==> src/rtl/acc_cpu_pkg.sv <==
package acc_cpu_pkg;
  localparam int OPC_W = 4;

  localparam logic [OPC_W-1:0] OPC_LOAD  = 4'd0;
  localparam logic [OPC_W-1:0] OPC_STORE = 4'd1;
  localparam logic [OPC_W-1:0] OPC_ADD   = 4'd2;
  localparam logic [OPC_W-1:0] OPC_SUB   = 4'd3;
  localparam logic [OPC_W-1:0] OPC_JUMP  = 4'd4;
  localparam logic [OPC_W-1:0] OPC_JPOS  = 4'd5;
  localparam logic [OPC_W-1:0] OPC_JNZ   = 4'd6;
  localparam logic [OPC_W-1:0] OPC_STOP  = 4'd7;

  typedef enum logic [2:0] {
    ST_FETCH  = 3'd0,
    ST_DECODE = 3'd1,
    ST_EXEC   = 3'd2,
    ST_READ   = 3'd3,
    ST_HALT   = 3'd4
  } cpu_state_e;

  typedef enum logic [1:0] {
    ALU_PASS = 2'd0,
    ALU_ADD  = 2'd1,
    ALU_SUB  = 2'd2
  } alu_op_e;

  typedef struct packed {
    logic    rd;
    logic    wr;
    alu_op_e alu;
    logic    jump;
    logic    stop;
  } exec_ctl_t;
endpackage

==> src/rtl/acc_cpu_decode.sv <==
module acc_cpu_decode
  import acc_cpu_pkg::*;
#(
  parameter bit POS_STRICT = 1'b0
) (
  input  logic [OPC_W-1:0] opc,
  input  logic             acc_neg,
  input  logic             acc_zero,
  output exec_ctl_t        ctl
);
  logic pos_ok;

  generate
    if (POS_STRICT) begin : g_strict
      assign pos_ok = !acc_neg && !acc_zero;
    end else begin : g_nonneg
      assign pos_ok = !acc_neg;
    end
  endgenerate

  always_comb begin
    ctl = '0;
    case (opc)
      OPC_LOAD:  begin ctl.rd = 1'b1; ctl.alu = ALU_PASS; end
      OPC_STORE: ctl.wr = 1'b1;
      OPC_ADD:   begin ctl.rd = 1'b1; ctl.alu = ALU_ADD; end
      OPC_SUB:   begin ctl.rd = 1'b1; ctl.alu = ALU_SUB; end
      OPC_JUMP:  ctl.jump = 1'b1;
      OPC_JPOS:  ctl.jump = pos_ok;
      OPC_JNZ:   ctl.jump = !acc_zero;
      OPC_STOP:  ctl.stop = 1'b1;
      default:   ctl = '0;  // reserved opcodes: no-op
    endcase
  end
endmodule

==> src/rtl/acc_cpu_fsm.sv <==
module acc_cpu_fsm
  import acc_cpu_pkg::*;
(
  input  logic       clk,
  input  logic       rst,
  input  exec_ctl_t  ctl,
  output cpu_state_e state
);
  cpu_state_e nxt;

  always_comb begin
    nxt = state;
    case (state)
      ST_FETCH:  nxt = ST_DECODE;
      ST_DECODE: nxt = ST_EXEC;
      ST_EXEC: begin
        if (ctl.stop)    nxt = ST_HALT;
        else if (ctl.rd) nxt = ST_READ;
        else             nxt = ST_FETCH;
      end
      ST_READ:   nxt = ST_FETCH;
      ST_HALT:   nxt = ST_HALT;
      default:   nxt = ST_FETCH;
    endcase
  end

  always_ff @(posedge clk) begin
    if (rst) state <= ST_FETCH;
    else     state <= nxt;
  end
endmodule

==> src/rtl/acc_cpu_dp.sv <==
module acc_cpu_dp
  import acc_cpu_pkg::*;
#(
  parameter  int ADDR_W = 12,
  localparam int DATA_W = OPC_W + ADDR_W
) (
  input  logic              clk,
  input  logic              rst,
  input  logic              ir_load,
  input  logic              pc_step,
  input  logic              pc_jump,
  input  logic              acc_load,
  input  alu_op_e           alu,
  input  logic [DATA_W-1:0] rdata,
  output logic [DATA_W-1:0] acc_q,
  output logic [ADDR_W-1:0] pc_q,
  output logic [DATA_W-1:0] ir_q
);
  function automatic logic [DATA_W-1:0] wrap_add(logic [DATA_W-1:0] a, logic [DATA_W-1:0] b);
    return a + b;
  endfunction

  function automatic logic [DATA_W-1:0] wrap_sub(logic [DATA_W-1:0] a, logic [DATA_W-1:0] b);
    return a - b;
  endfunction

  function automatic logic [DATA_W-1:0] alu_result(alu_op_e op, logic [DATA_W-1:0] a,
                                                   logic [DATA_W-1:0] b);
    case (op)
      ALU_ADD: return wrap_add(a, b);
      ALU_SUB: return wrap_sub(a, b);
      default: return b;
    endcase
  endfunction

  always_ff @(posedge clk) begin
    if (rst) begin
      acc_q <= '0;
      pc_q  <= '0;
      ir_q  <= '0;
    end else begin
      if (ir_load) ir_q <= rdata;
      if (pc_step)      pc_q <= pc_q + 1'b1;
      else if (pc_jump) pc_q <= ir_q[ADDR_W-1:0];
      if (acc_load) acc_q <= alu_result(alu, acc_q, rdata);
    end
  end
endmodule

==> src/rtl/acc_cpu.sv <==
module acc_cpu
  import acc_cpu_pkg::*;
#(
  parameter  int ADDR_W     = 12,
  parameter  bit POS_STRICT = 1'b0,
  localparam int DATA_W     = OPC_W + ADDR_W
) (
  input  logic              clk,
  input  logic              rst,
  output logic [ADDR_W-1:0] mem_addr,
  output logic              mem_re,
  output logic              mem_we,
  output logic [DATA_W-1:0] mem_wdata,
  input  logic [DATA_W-1:0] mem_rdata,
  output logic              halted
);
  cpu_state_e        state;
  exec_ctl_t         ctl;
  logic [DATA_W-1:0] acc_q;
  logic [DATA_W-1:0] ir_q;
  logic [ADDR_W-1:0] pc_q;

  // named internal events
  logic pc_step_ev;
  logic exec_ev;
  logic jump_ev;
  logic stop_ev;
  logic acc_wr_ev;

  assign pc_step_ev = (state == ST_DECODE);
  assign exec_ev    = (state == ST_EXEC);
  assign jump_ev    = exec_ev && ctl.jump;
  assign stop_ev    = exec_ev && ctl.stop;
  assign acc_wr_ev  = (state == ST_READ);

  acc_cpu_decode #(.POS_STRICT(POS_STRICT)) dec_i (
    .opc      (ir_q[DATA_W-1 -: OPC_W]),
    .acc_neg  (acc_q[DATA_W-1]),
    .acc_zero (acc_q == '0),
    .ctl      (ctl)
  );

  acc_cpu_fsm fsm_i (
    .clk   (clk),
    .rst   (rst),
    .ctl   (ctl),
    .state (state)
  );

  acc_cpu_dp #(.ADDR_W(ADDR_W)) dp_i (
    .clk      (clk),
    .rst      (rst),
    .ir_load  (pc_step_ev),
    .pc_step  (pc_step_ev),
    .pc_jump  (jump_ev),
    .acc_load (acc_wr_ev),
    .alu      (ctl.alu),
    .rdata    (mem_rdata),
    .acc_q    (acc_q),
    .pc_q     (pc_q),
    .ir_q     (ir_q)
  );

  assign mem_addr  = (state == ST_FETCH) ? pc_q : ir_q[ADDR_W-1:0];
  assign mem_re    = (state == ST_FETCH) || (exec_ev && ctl.rd);
  assign mem_we    = exec_ev && ctl.wr;
  assign mem_wdata = acc_q;
  assign halted    = (state == ST_HALT);
endmodule

==> config.mk <==
export PLATFORM = sky130hd
export DESIGN_NAME = acc_cpu
export DESIGN_NICKNAME = d
export VERILOG_FILES = /design/src/rtl/acc_cpu_pkg.sv /design/src/rtl/acc_cpu_decode.sv /design/src/rtl/acc_cpu_fsm.sv /design/src/rtl/acc_cpu_dp.sv /design/src/rtl/acc_cpu.sv
export SDC_FILE = /design/constraint.sdc
export NUM_CORES = 1
export LEC_CHECK = 0
export BUFFER_PORTS_ARGS = -buffer_cell sky130_fd_sc_hd__buf_2
export CAP_MARGIN = 25
export CORE_ASPECT_RATIO = 1.75
export CORE_UTILIZATION = 45
export DETAILED_ROUTE_END_ITERATION = 7
export GPL_TIMING_DRIVEN = 0
export PLACE_DENSITY = 0.63
export SYNTH_ARGS = -nofsm -noshare
export SYNTH_HDL_FRONTEND = slang
export SYNTH_HIERARCHICAL = 1
export SYNTH_SLANG_ARGS = --single-unit
==> constraint.sdc <==
create_clock -name clk -period 4.1 [get_ports clk]
set_input_delay 0.82 -clock clk [delete_from_list [all_inputs] [get_ports clk]]
set_output_delay 0.82 -clock clk [all_outputs]
set_load 0.01 [all_outputs]
Word level (Yosys, flattened, before mapping)
Index checks and enable logic that the tools add are counted.

Add/subtract/negate cells: 3. Equal/unequal tests: 13. Multiplexer cells: 12. Reduce and logical (&&, ||, !) cells: 11.

Operators by type and width (number): 12-bit two-way mux (3); 16-bit case mux with 2 select lines (1); 16-bit adder (1); 4-bit by 3-bit equality test with 1-bit output (second input constant) (4); 16-bit logical NOT (1); 16-bit subtractor (1); 12-bit by 1-bit adder with 12-bit output (second input constant) (1); 3-bit case mux with 4 select lines (1); 4-bit by 2-bit equality test with 1-bit output (second input constant) (2); 3-bit by 2-bit equality test with 1-bit output (second input constant) (2); 4-bit by 1-bit equality test with 1-bit output (second input constant) (1); 4-bit logical NOT (1); 2-bit case mux with 2 select lines (1); 3-bit by 1-bit equality test with 1-bit output (second input constant) (1); 3-bit equality test (second input constant) (1); 1-bit logical AND (3); 3-bit logical NOT (1); 1-bit two-way mux (3); 3-bit two-way mux (1); 1-bit case mux with 3 select lines (1); 3-bit OR reduction (1); 2-bit by 1-bit equality test with 1-bit output (second input constant) (1); 2-bit equality test (second input constant) (1); 1-bit logical NOT (2); 3 further kinds (3).

Flip-flop bits (word level): 47. Output and inout port bits: 31. Word-level logic and storage cells: 43.

Logic depth before layout (Yosys ltp)
Gate-level depths: netlist of the first run.

Depth after elaboration: 6. Mapped depth: 15.

By module
The synthesis of the first run kept the hierarchy.

By module, submodules not included: acc_cpu_dp (times used 1, cells an instance 350, area each 2840.2 um^2, sequential area each 880.8 um^2); acc_cpu (times used 1, cells an instance 26, area each 257.7 um^2, sequential area each 0.0 um^2); acc_cpu_fsm (times used 1, cells an instance 11, area each 127.6 um^2, sequential area each 60.1 um^2); acc_cpu_decode (times used 1, cells an instance 11, area each 70.1 um^2, sequential area each 0.0 um^2).

Worst setup path after synthesis of the first run
OpenSTA, ideal clock, no wires.

Path kind: input -> register. From: input port mem_rdata[0]. To: register dp_i.acc_q[15]. Library setup time: 134 ps. Arrival: 3124 ps. Path slack: 842 ps. Cell stages on the path: 15. Buffers on the path: 0. Path through: nor3_1 > nand2_1 > nor2_1 > a21oi_1 > nor3_1 > nor2_1 > xnor2_1 > ha_1 > or2_2 > a21oi_1 > a21oi_1 > a31oi_1 > o21ai_0 > xnor2_1 > o22ai_1.

Longest elaborated chain between the ends: 2.

Ends and longest elaborated chain: from (decl) (RTL line acc_cpu.sv:14) `input logic [DATA_W-1:0] mem_rdata,`; 16-bit subtractor / 16-bit adder (equally long branches) (RTL line acc_cpu_dp.sv:24, acc_cpu_dp.sv:20); 16-bit case mux with 2 select lines (*) (RTL line acc_cpu_dp.sv:29) `case (op)`; to (signal assigned) (RTL line acc_cpu_dp.sv:45) `if (acc_load) acc_q <= alu_result(alu, acc_q, rdata);`; to (decl) (RTL line acc_cpu_dp.sv:15) `output logic [DATA_W-1:0] acc_q,`.

Mark *: on every way between the ends. The rest lies on a longest branch, timed or not. A chain may end at the register's enable or synchronous reset.

Final worst setup path of the first run
Ends and elaborated chain as after synthesis.

==> results of run 1 <==
-- final timing paths --
check	startpoint	endpoint	cells after the start
worst min-delay path	dp_i/ir_q[7]	dp_i/pc_q[7]	2
worst min register to register	dp_i/ir_q[7]	dp_i/pc_q[7]	2
worst max-delay path	mem_rdata[0]	dp_i/acc_q[15]	16
worst max register to register	dp_i/ir_q[13]	dp_i/acc_q[14]	14
-- layer usage --
metal / share of wire [%] / track usage (%) / wire length [µm] / vias up
li1: - / - / - / 1546
met1: 41 / 28.1 / 3500 / 1430
met2: 52 / 42.7 / 4450 / 86
met3: 3.4 / 3.47 / 296 / 25
met4: 3.9 / 12.9 / 335 / 0
met5: 0 / 0 / 0 / -
-- kinds of logic after synthesis --
group                      after synthesis  share of synthesized area (%)
DFF                                     47                           28.5
buffers and inverters                   30                           3.68
muxes                                   34                           10.8
adders and majority gates               19                           7.44
AOI/OAI and AO/OA                       95                           19.6
xor gates and xnor gates                29                           7.71
and+or+nand+nor                        144                           22.2
-- worst max-delay path, cell delays in order --
cell and delay (ps):
buf_2 130, nor3_1 340, nand2_1 90, nor2_1 250
a21oi_1 170, nor3_1 160, nor2_1 70, xnor2_1 210
ha_1 300, or2_2 300, a21oi_1 150, a21oi_1 50
a31oi_1 240, o21ai_0 160, xnor2_1 190, o22ai_1 90
-- sequential cells by signal, indices dropped and copies added (netlist names) --
| register | count |
|---|---|
| fsm_i/state | 3 |
| dp_i/pc_q | 12 |
| dp_i/acc_q | 16 |
| dp_i/ir_q | 16 |
-- final cells by class --
cell class | instances | area, µm²
fill | 713 | 3160
buffer | 17 | 72.6
clock buffer | 6 | 129
inverter | 13 | 48.8
clock inverter | 1 | 30.0
timing repair buffer | 48 | 240
multi-input combinational | 321 | 2230
sequential | 47 | 941
tap | 84 | 105
-- layout by cell type (no fill, tap or decap), drive strengths merged, types with 3 or more instances in the layout --
master	instances
nor2	63
nor3b	3
nor3	11
a31oi	8
xnor2	20
clkbuf	19
dfxtp	47
xor2	9
nand2b	9
mux2i	22
ha	18
and2	3
a41oi	4
buf	52
a21o	6
nand3b	3
inv	13
nor2b	10
nor4	8
o21ai	16
mux2	12
a21oi	28
nand2	20
a211oi	8
o211ai	7
nand3	3
-- through the flow --
step / hold WS, ps / area (µm²) / std cells / setup slack, ps / power [mW]
4_1_cts: 517 / 3800 / 537 / 528 / 1.29
3_5_place_dp: 504 / 3640 / 530 / 229 / 0.829
5_1_grt: 536 / 3800 / 537 / 175 / 1.35
6_report: 518 / 3800 / 537 / 516 / 1.28
3_3_place_gp: 495 / 3640 / 530 / 259 / 0.824
2_1_floorplan: 473 / 3300 / 398 / 842 / 0.737
-- power by group --
group          total [mW]  switching (mW)  internal (mW)  leakage, nW
clock               0.462           0.177          0.285       0.0769
sequential          0.513          0.0314          0.482        0.383
combinational       0.306           0.170          0.136         1.18
total                1.28           0.378          0.903         1.64
==> qor.txt, run 1 <==
Outcome - finished clean
Post-synth EDFFs - 0
Row Count - 40
Post-CTS Setup Bufs - 0
Core Box Area - 6960 µm²
Worst Tran Pin Value - 1000 ps
WP data required - 4250 ps
WL/cell - 16.0 µm
Layout cells sized above 1 - 17.4%
Ys Warns - 6
Asr flop ratio synth - 0%
GPL Wtd Cong - 0.896
Die X - 66.7 µm
Crit start category - input pin
Remaining Overflow, GRT - 0
Achievable Freq - 0.279 GHz
Antenna violations before repair - 0
R2R setup slack - 570 ps
Crit. End Element - flop
PD cells - 337 nW/µm²
Via count - 3087
Synth cell types - 57
Fin nets - 490
Setup TNS Final - 0 ps
Fin util - 54.6%
DIE AREA - 7680 µm²
Top-Level Pins - 49
CTS Buffer Depth - 2
N_diodes - 0
Share of the synthesized area in the top cell type - 28.5%
Wirelength, routed - 8590 µm
Count leader, synth - nor2_1
# DRC - 0
Initial Util - 47.4%
Seq/Total Area, Yosys - 28.5%
Clk root buf - clkbuf_16
First-pass GRT wire length - 14300 µm
Crit path kind - in -> reg
Vias in the first global route - 3018
Leakage - 1.64 nW
Slew Limit Fails - 0
Fin crit share - 87.4%
Relative slew slack - 32.9%
RSZ-0062 raised after global routing - false
CTS Buf Count - 5
Worst Hold Class - reg -> reg
Cell taking the most area after synthesis - dfxtp_1
Most frequently used flop master after synthesis - dfxtp_1
Cts hold-fix bufs - 0
Post-synthesis instance area - 3300 µm²
H-tree Lvls - 2
Clk slew on worst S/H paths - 70 ps
Final antenna-violating net count - 0
Total track usage - 24.5%
Resized Gates After CTS - 0
Largest net degree at the start of global routing - 14
Finish-stage setup viols - 0
Critical Path AT - 3740 ps
Starting DRT DRC Count - 166
Clk sink count - 47
Largest cells by area after synthesis - dfxtp_1 29%, nor2_1 7.2%, ha_1 6.8%
TritonCTS clock tree - done
Post-synth top cells - 63 x nor2_1, 47 x dfxtp_1, 28 x a21oi_1
Synth Instances - 398
Area growth syn-to-layout - 15.3%
Max_cap viols - 0
Die height - 115 µm
Post-route minimum period - 3580 ps
Critical path peak fanout - 5
Max IR drop VDD - 0.000305 V
Skew-Pair Late Insertion Delay - 290 ps
Port Buffers - 48
Mean post-synth cell area - 8.28 µm²
TritonRoute pass-1 iters - 4
Clock skew - 5.67 ps
HPWL after DPL - 6690 µm
Via density - 5.75
Synth Register Bits - 47
Hold violation count in the final report - 0
Syn Nets - 435
No activity file was read; power rests on OpenSTA's default activity.
==> run 2: changes to the inputs <==
--- a/config.mk
+++ b/config.mk
@@ -8,10 +8,11 @@
 export BUFFER_PORTS_ARGS = -buffer_cell sky130_fd_sc_hd__buf_2
 export CAP_MARGIN = 25
 export CORE_ASPECT_RATIO = 1.75
-export CORE_UTILIZATION = 45
+export CORE_MARGIN = 4
+export CORE_UTILIZATION = 31
 export DETAILED_ROUTE_END_ITERATION = 7
 export GPL_TIMING_DRIVEN = 0
-export PLACE_DENSITY = 0.63
+export PLACE_DENSITY = 0.47
 export SYNTH_ARGS = -nofsm -noshare
 export SYNTH_HDL_FRONTEND = slang
 export SYNTH_HIERARCHICAL = 1
==> run 2 against run 1 <==
Compared with the run above: critical path depth stayed put; total power is 1.7% lower; die area is 62% higher.
==> qor.txt, run 2 (synthesized netlist as in run 1, its figures left out) <==
Critical Path AT - 3720 ps
Core Box Area - 10400 µm²
CTS Buf Count - 5
Slowest Stage Delay on Critical Path - 330 ps
Final antenna-violating net count - 0
Final instance area - 3850 µm²
Crit. End Element - flop
Post-CTS Setup Bufs - 0
Wirelength, routed - 9720 µm
PD cells - 327 nW/µm²
N_diodes - 0
TritonRoute pass-1 iters - 4
CTS Buffer Depth - 2
# DRC - 0
Initial Util - 31.8%
Row Count - 49
CP dominant cell by count - a21oi_1
Total track usage - 15.9%
Skew-Pair Late Insertion Delay - 300 ps
Crit path kind - in -> reg
Post-route minimum period - 3580 ps
Port Buffers - 48
Biggest regs - dp_i/acc_q: 16 flops, dp_i/ir_q: 16 flops, dp_i/pc_q: 12 flops
Fillers - 1092
Fin crit share - 87.3%
Leakage - 1.64 nW
Cts hold-fix bufs - 0
Max_cap viols - 0
Die X - 85.9 µm
Largest net degree at the start of global routing - 16
GPL Wtd Cong - 0.835
Clock skew - 9.36 ps
HPWL after DPL - 7650 µm
Starting DRT DRC Count - 132
H-tree Lvls - 2
Vias in the first global route - 2991
Antenna violations before repair - 0
Slew Limit Fails - 0
Max IR drop VDD - 0.000156 V
Outcome - finished clean
HP Start - dp_i/acc_q[9]
TritonCTS clock tree - done
First-pass GRT wire length - 15500 µm
DIE AREA - 12400 µm²
Crit-path slowest cell - nor3_1
Pre-CTS setup slack - 187 ps
Achievable Freq - 0.279 GHz
Resized Gates After CTS - 0
Dpl cell area - 3690 µm²
Remaining Overflow, GRT - 0
Top-Level Pins - 49
Fin nets - 490
Most common cell after layout, fill and taps aside - nor2_1
Worst Hold Class - reg -> reg
Clk sink count - 47
WL/cell - 16.7 µm
Die height - 144 µm
Clk root buf - clkbuf_16
Area growth syn-to-layout - 16.8%
Commonest non-fill, non-tap cells in the layout - 63 x nor2_1, 49 x buf_2, 47 x dfxtp_1
Hold violation count in the final report - 0
Finish-stage setup viols - 0
Setup TNS Final - 0 ps
WP data required - 4240 ps
Critical Path Source - mem_rdata[0]
Worst Tran Pin Value - 1060 ps
Crit start category - input pin
Relative slew slack - 29.4%
Fin util - 37.2%
FF-to-FF Start - dp_i/ir_q[13]
Overall power - 1.26 mW
Via count - 3080
Layout cells sized above 1 - 17.8%
Critical path peak fanout - 5
RSZ-0062 raised after global routing - false
Via density - 5.30
Clk slew on worst S/H paths - 70 ps
Critical-path cell list - buf_2 -> nor3_1 -> nand2_1 -> nor2_1 -> a21oi_1 -> nor3_1 -> nor2_1 -> xnor2_1 -> ha_1 -> or2_2 -> a21oi_1 -> a21oi_1 -> a31oi_1 -> o21ai_0 -> xnor2_1 -> o22ai_1
Setup WS post-layout - 519 ps
[run 2: layout make-up]
type / count / area [µm²] / share of cell area [%]
Buffer: 17 / 72.6 / 1.88
Clock buffer: 6 / 139 / 3.61
Clock inverter: 2 / 16.3 / 0.422
Inverter: 13 / 48.8 / 1.27
Multi-Input combinational cell: 321 / 2230 / 58.0
Sequential cell: 47 / 941 / 24.4
Tap cell: 127 / 159 / 4.13
Timing Repair Buffer: 48 / 240 / 6.24
[run 2: per-layer routing]
metal	share of wire [%]	track usage, %
met3	3.1	2.00
met4	1.3	3.84
met2	57	32.4
met1	39	16.6
met5	0	0
[run 2: final timing paths]
check,end,slack [ps],depth (start not counted)
hold reg to reg,dp_i/acc_q[9],520,2
hold / removal,dp_i/acc_q[9],520,2
setup / recovery,dp_i/acc_q[15],520,16
setup reg to reg,dp_i/acc_q[14],540,13
[run 2: power by group]
group | switching, mW | total [mW] | internal, mW
Sequential | 0.0321 | 0.514 | 0.482
Combinational | 0.174 | 0.311 | 0.137
Clock | 0.191 | 0.436 | 0.244
Total | 0.398 | 1.26 | 0.863
[run 2: critical path: cells and delay by family]
kind / cells / cell delay (ps)
xor gates and xnor gates: 2 / 340
AOI/OAI and AO/OA: 6 / 890
and+or+nand+nor: 6 / 1220
buffers and inverters: 1 / 130
adders and majority gates: 1 / 330
[run 2: through the flow]
step / cells / hold slack (ps)
final: 581 / 519
after global routing: 581 / 545
after CTS: 581 / 522
after detailed placement: 573 / 508
after global placement: 573 / 500
after floorplan: 398 / 473
==> run 3: changes to the inputs <==
--- a/config.mk
+++ b/config.mk
@@ -7,12 +7,14 @@
 export LEC_CHECK = 0
 export BUFFER_PORTS_ARGS = -buffer_cell sky130_fd_sc_hd__buf_2
 export CAP_MARGIN = 25
+export CELL_PAD_IN_SITES_DETAIL_PLACEMENT = 2
+export CELL_PAD_IN_SITES_GLOBAL_PLACEMENT = 2
 export CORE_ASPECT_RATIO = 1.75
 export CORE_MARGIN = 4
 export CORE_UTILIZATION = 31
 export DETAILED_ROUTE_END_ITERATION = 7
 export GPL_TIMING_DRIVEN = 0
-export PLACE_DENSITY = 0.47
+export PLACE_DENSITY = 0.72
 export SYNTH_ARGS = -nofsm -noshare
 export SYNTH_HDL_FRONTEND = slang
 export SYNTH_HIERARCHICAL = 1
==> constraint.sdc (replaced) <==
create_clock -name clk -period 4.07 [get_ports clk]
set_input_delay 0.814 -clock clk [delete_from_list [all_inputs] [get_ports clk]]
set_output_delay 0.814 -clock clk [all_outputs]
set_load 0.02 [all_outputs]
==> run 3 against run 2 <==
Compared with the run above: global-route usage increased by 3.3 points; sequential share of layout area decreased by 0.13 points; highest routed layer unchanged; largest cell class unchanged; design area increased by 0.55%; total power increased by 6.8%.
==> qor.txt, run 3 (synthesized netlist as in run 1, its figures left out) <==
Critical Path AT - 3870 ps
Placed Instances - 573
N_diodes - 0
Slew Limit Fails - 0
Finish-stage setup viols - 0
Most common cell after layout, fill and taps aside - nor2_1
Max IR drop VDD - 0.000205 V
Remaining Overflow, GRT - 0
Outcome - finished clean
Die X - 85.9 µm
Area growth syn-to-layout - 17.5%
# DRC - 0
Cell Int Power - 0.915 mW
Cts hold-fix bufs - 0
Non-filler cells, final - 582
Starting DRT DRC Count - 62
Layout cells sized above 1 - 18.0%
Dpl cell area - 3690 µm²
Leakage - 1.65 nW
Crit. End Element - flop
First-pass GRT wire length - 18600 µm
Initial Util - 31.8%
Power share of the clock group - 36.2%
RSZ-0062 raised after global routing - false
Fin crit share - 91.2%
Power share of the combinational group - 25.2%
Resized Gates After CTS - 0
Core Box Area - 10400 µm²
Sw frac - 32.0%
Via density - 5.47
Fillers - 1226
P_sw - 0.431 mW
Setup WS post-layout - 358 ps
WL/cell - 19.6 µm
Setup TNS Final - 0 ps
PD cells - 348 nW/µm²
Seq pwr share - 38.6%
Row Count - 49
Via count - 3185
TritonCTS clock tree - done
Skew-Pair Late Insertion Delay - 300 ps
Commonest non-fill, non-tap cells in the layout - 63 x nor2_1, 49 x buf_2, 47 x dfxtp_1
Critical path peak fanout - 5
Crit path kind - in -> reg
Top-Level Pins - 49
CTS Buffer Depth - 2
Final instance area - 3870 µm²
Clk root buf - clkbuf_16
H-tree Lvls - 2
Worst Tran Pin Value - 691 ps
Crit start category - input pin
Clk slew on worst S/H paths - 70 ps
Fin nets - 491
Biggest regs - dp_i/acc_q: 16 flops, dp_i/ir_q: 16 flops, dp_i/pc_q: 12 flops
Port Buffers - 48
Die height - 144 µm
Total track usage - 19.2%
Clock skew - 7.87 ps
Max_cap viols - 0
Largest net degree at the start of global routing - 16
CTS Buf Count - 5
Clk sink count - 47
Achievable Freq - 0.269 GHz
Post-CTS Setup Bufs - 0
Vias in the first global route - 3529
Post-route minimum period - 3710 ps
Antenna violations before repair - 0
Overall power - 1.35 mW
Worst Hold Class - reg -> reg
TritonRoute pass-1 iters - 4
Relative slew slack - 53.9%
Wirelength, routed - 11400 µm
Pre-CTS setup slack - 65.9 ps
GPL Wtd Cong - 0.845
Hold violation count in the final report - 0
DIE AREA - 12400 µm²
Final antenna-violating net count - 0
HPWL after DPL - 9130 µm
WP data required - 4230 ps
[run 3: cell count changes in the layout (fill, tap and decap cells not counted)]
| cell | previous run | this run |
|---|---|---|
| clkinvlp_4 | 1 | 0 |
| bufinv_16 | 0 | 1 |
| clkbuf_4 | 0 | 1 |
| clkbuf_8 | 1 | 0 |
| clkinv_2 | 0 | 1 |
[run 3: final cells by class]
class                      instances  area (µm²)  area share, %
sequential                        47         941           24.3
inverter                          13        48.8           1.26
tap                              127         159           4.10
buffer                            17        72.6           1.87
clock buffer                       5         125           3.23
multi-input combinational        321        2230           57.7
timing repair buffer              49         248           6.40
clock inverter                     3        43.8           1.13
[run 3: final timing paths]
| kind | from | end | slack [ps] | cells after the start |
|---|---|---|---|---|
| setup / recovery | mem_rdata[0] | dp_i/acc_q[15] | 360 | 16 |
| hold / removal | dp_i/ir_q[1] | dp_i/ir_q[1] | 530 | 2 |
| setup reg to reg | dp_i/ir_q[13] | dp_i/acc_q[15] | 390 | 13 |
| hold reg to reg | dp_i/ir_q[1] | dp_i/ir_q[1] | 530 | 2 |
[run 3: critical path: stages]
cell and delay, ps:
buf_2 130, nor3_1 380, nand2_1 110, nor2_1 240, a21oi_1 150, nor3_1 170, nor2_1 90, xnor2_1 160
ha_1 330, or2_2 310, a21oi_1 160, a21oi_1 60, a31oi_1 290, o21ai_0 170, xnor2_1 200, o22ai_1 90
[run 3: power groups by stage]
stage,clock network (mW),logic [mW],registers [mW]
after global routing,0.525,0.376,0.525
after CTS,0.509,0.344,0.519
after detailed placement,0,0.341,0.530
final,0.488,0.339,0.520
after floorplan,0,0.228,0.528
after global placement,0,0.328,0.528
[run 3: layer usage]
layer / track usage, % / up-vias / part of all wire (%)
met5: 0 / - / 0
met4: 7.26 / 0 / 2.7
met3: 1.54 / 19 / 1.4
met2: 38.1 / 40 / 58
met1: 20.3 / 1574 / 38
li1: - / 1552 / -
[run 3: through the flow]
stage	hold slack (ps)	util (%)
after global placement	503	35.7
after CTS	537	37.3
after detailed placement	522	35.7
after global routing	567	37.4
final	528	37.4
after floorplan	473	-
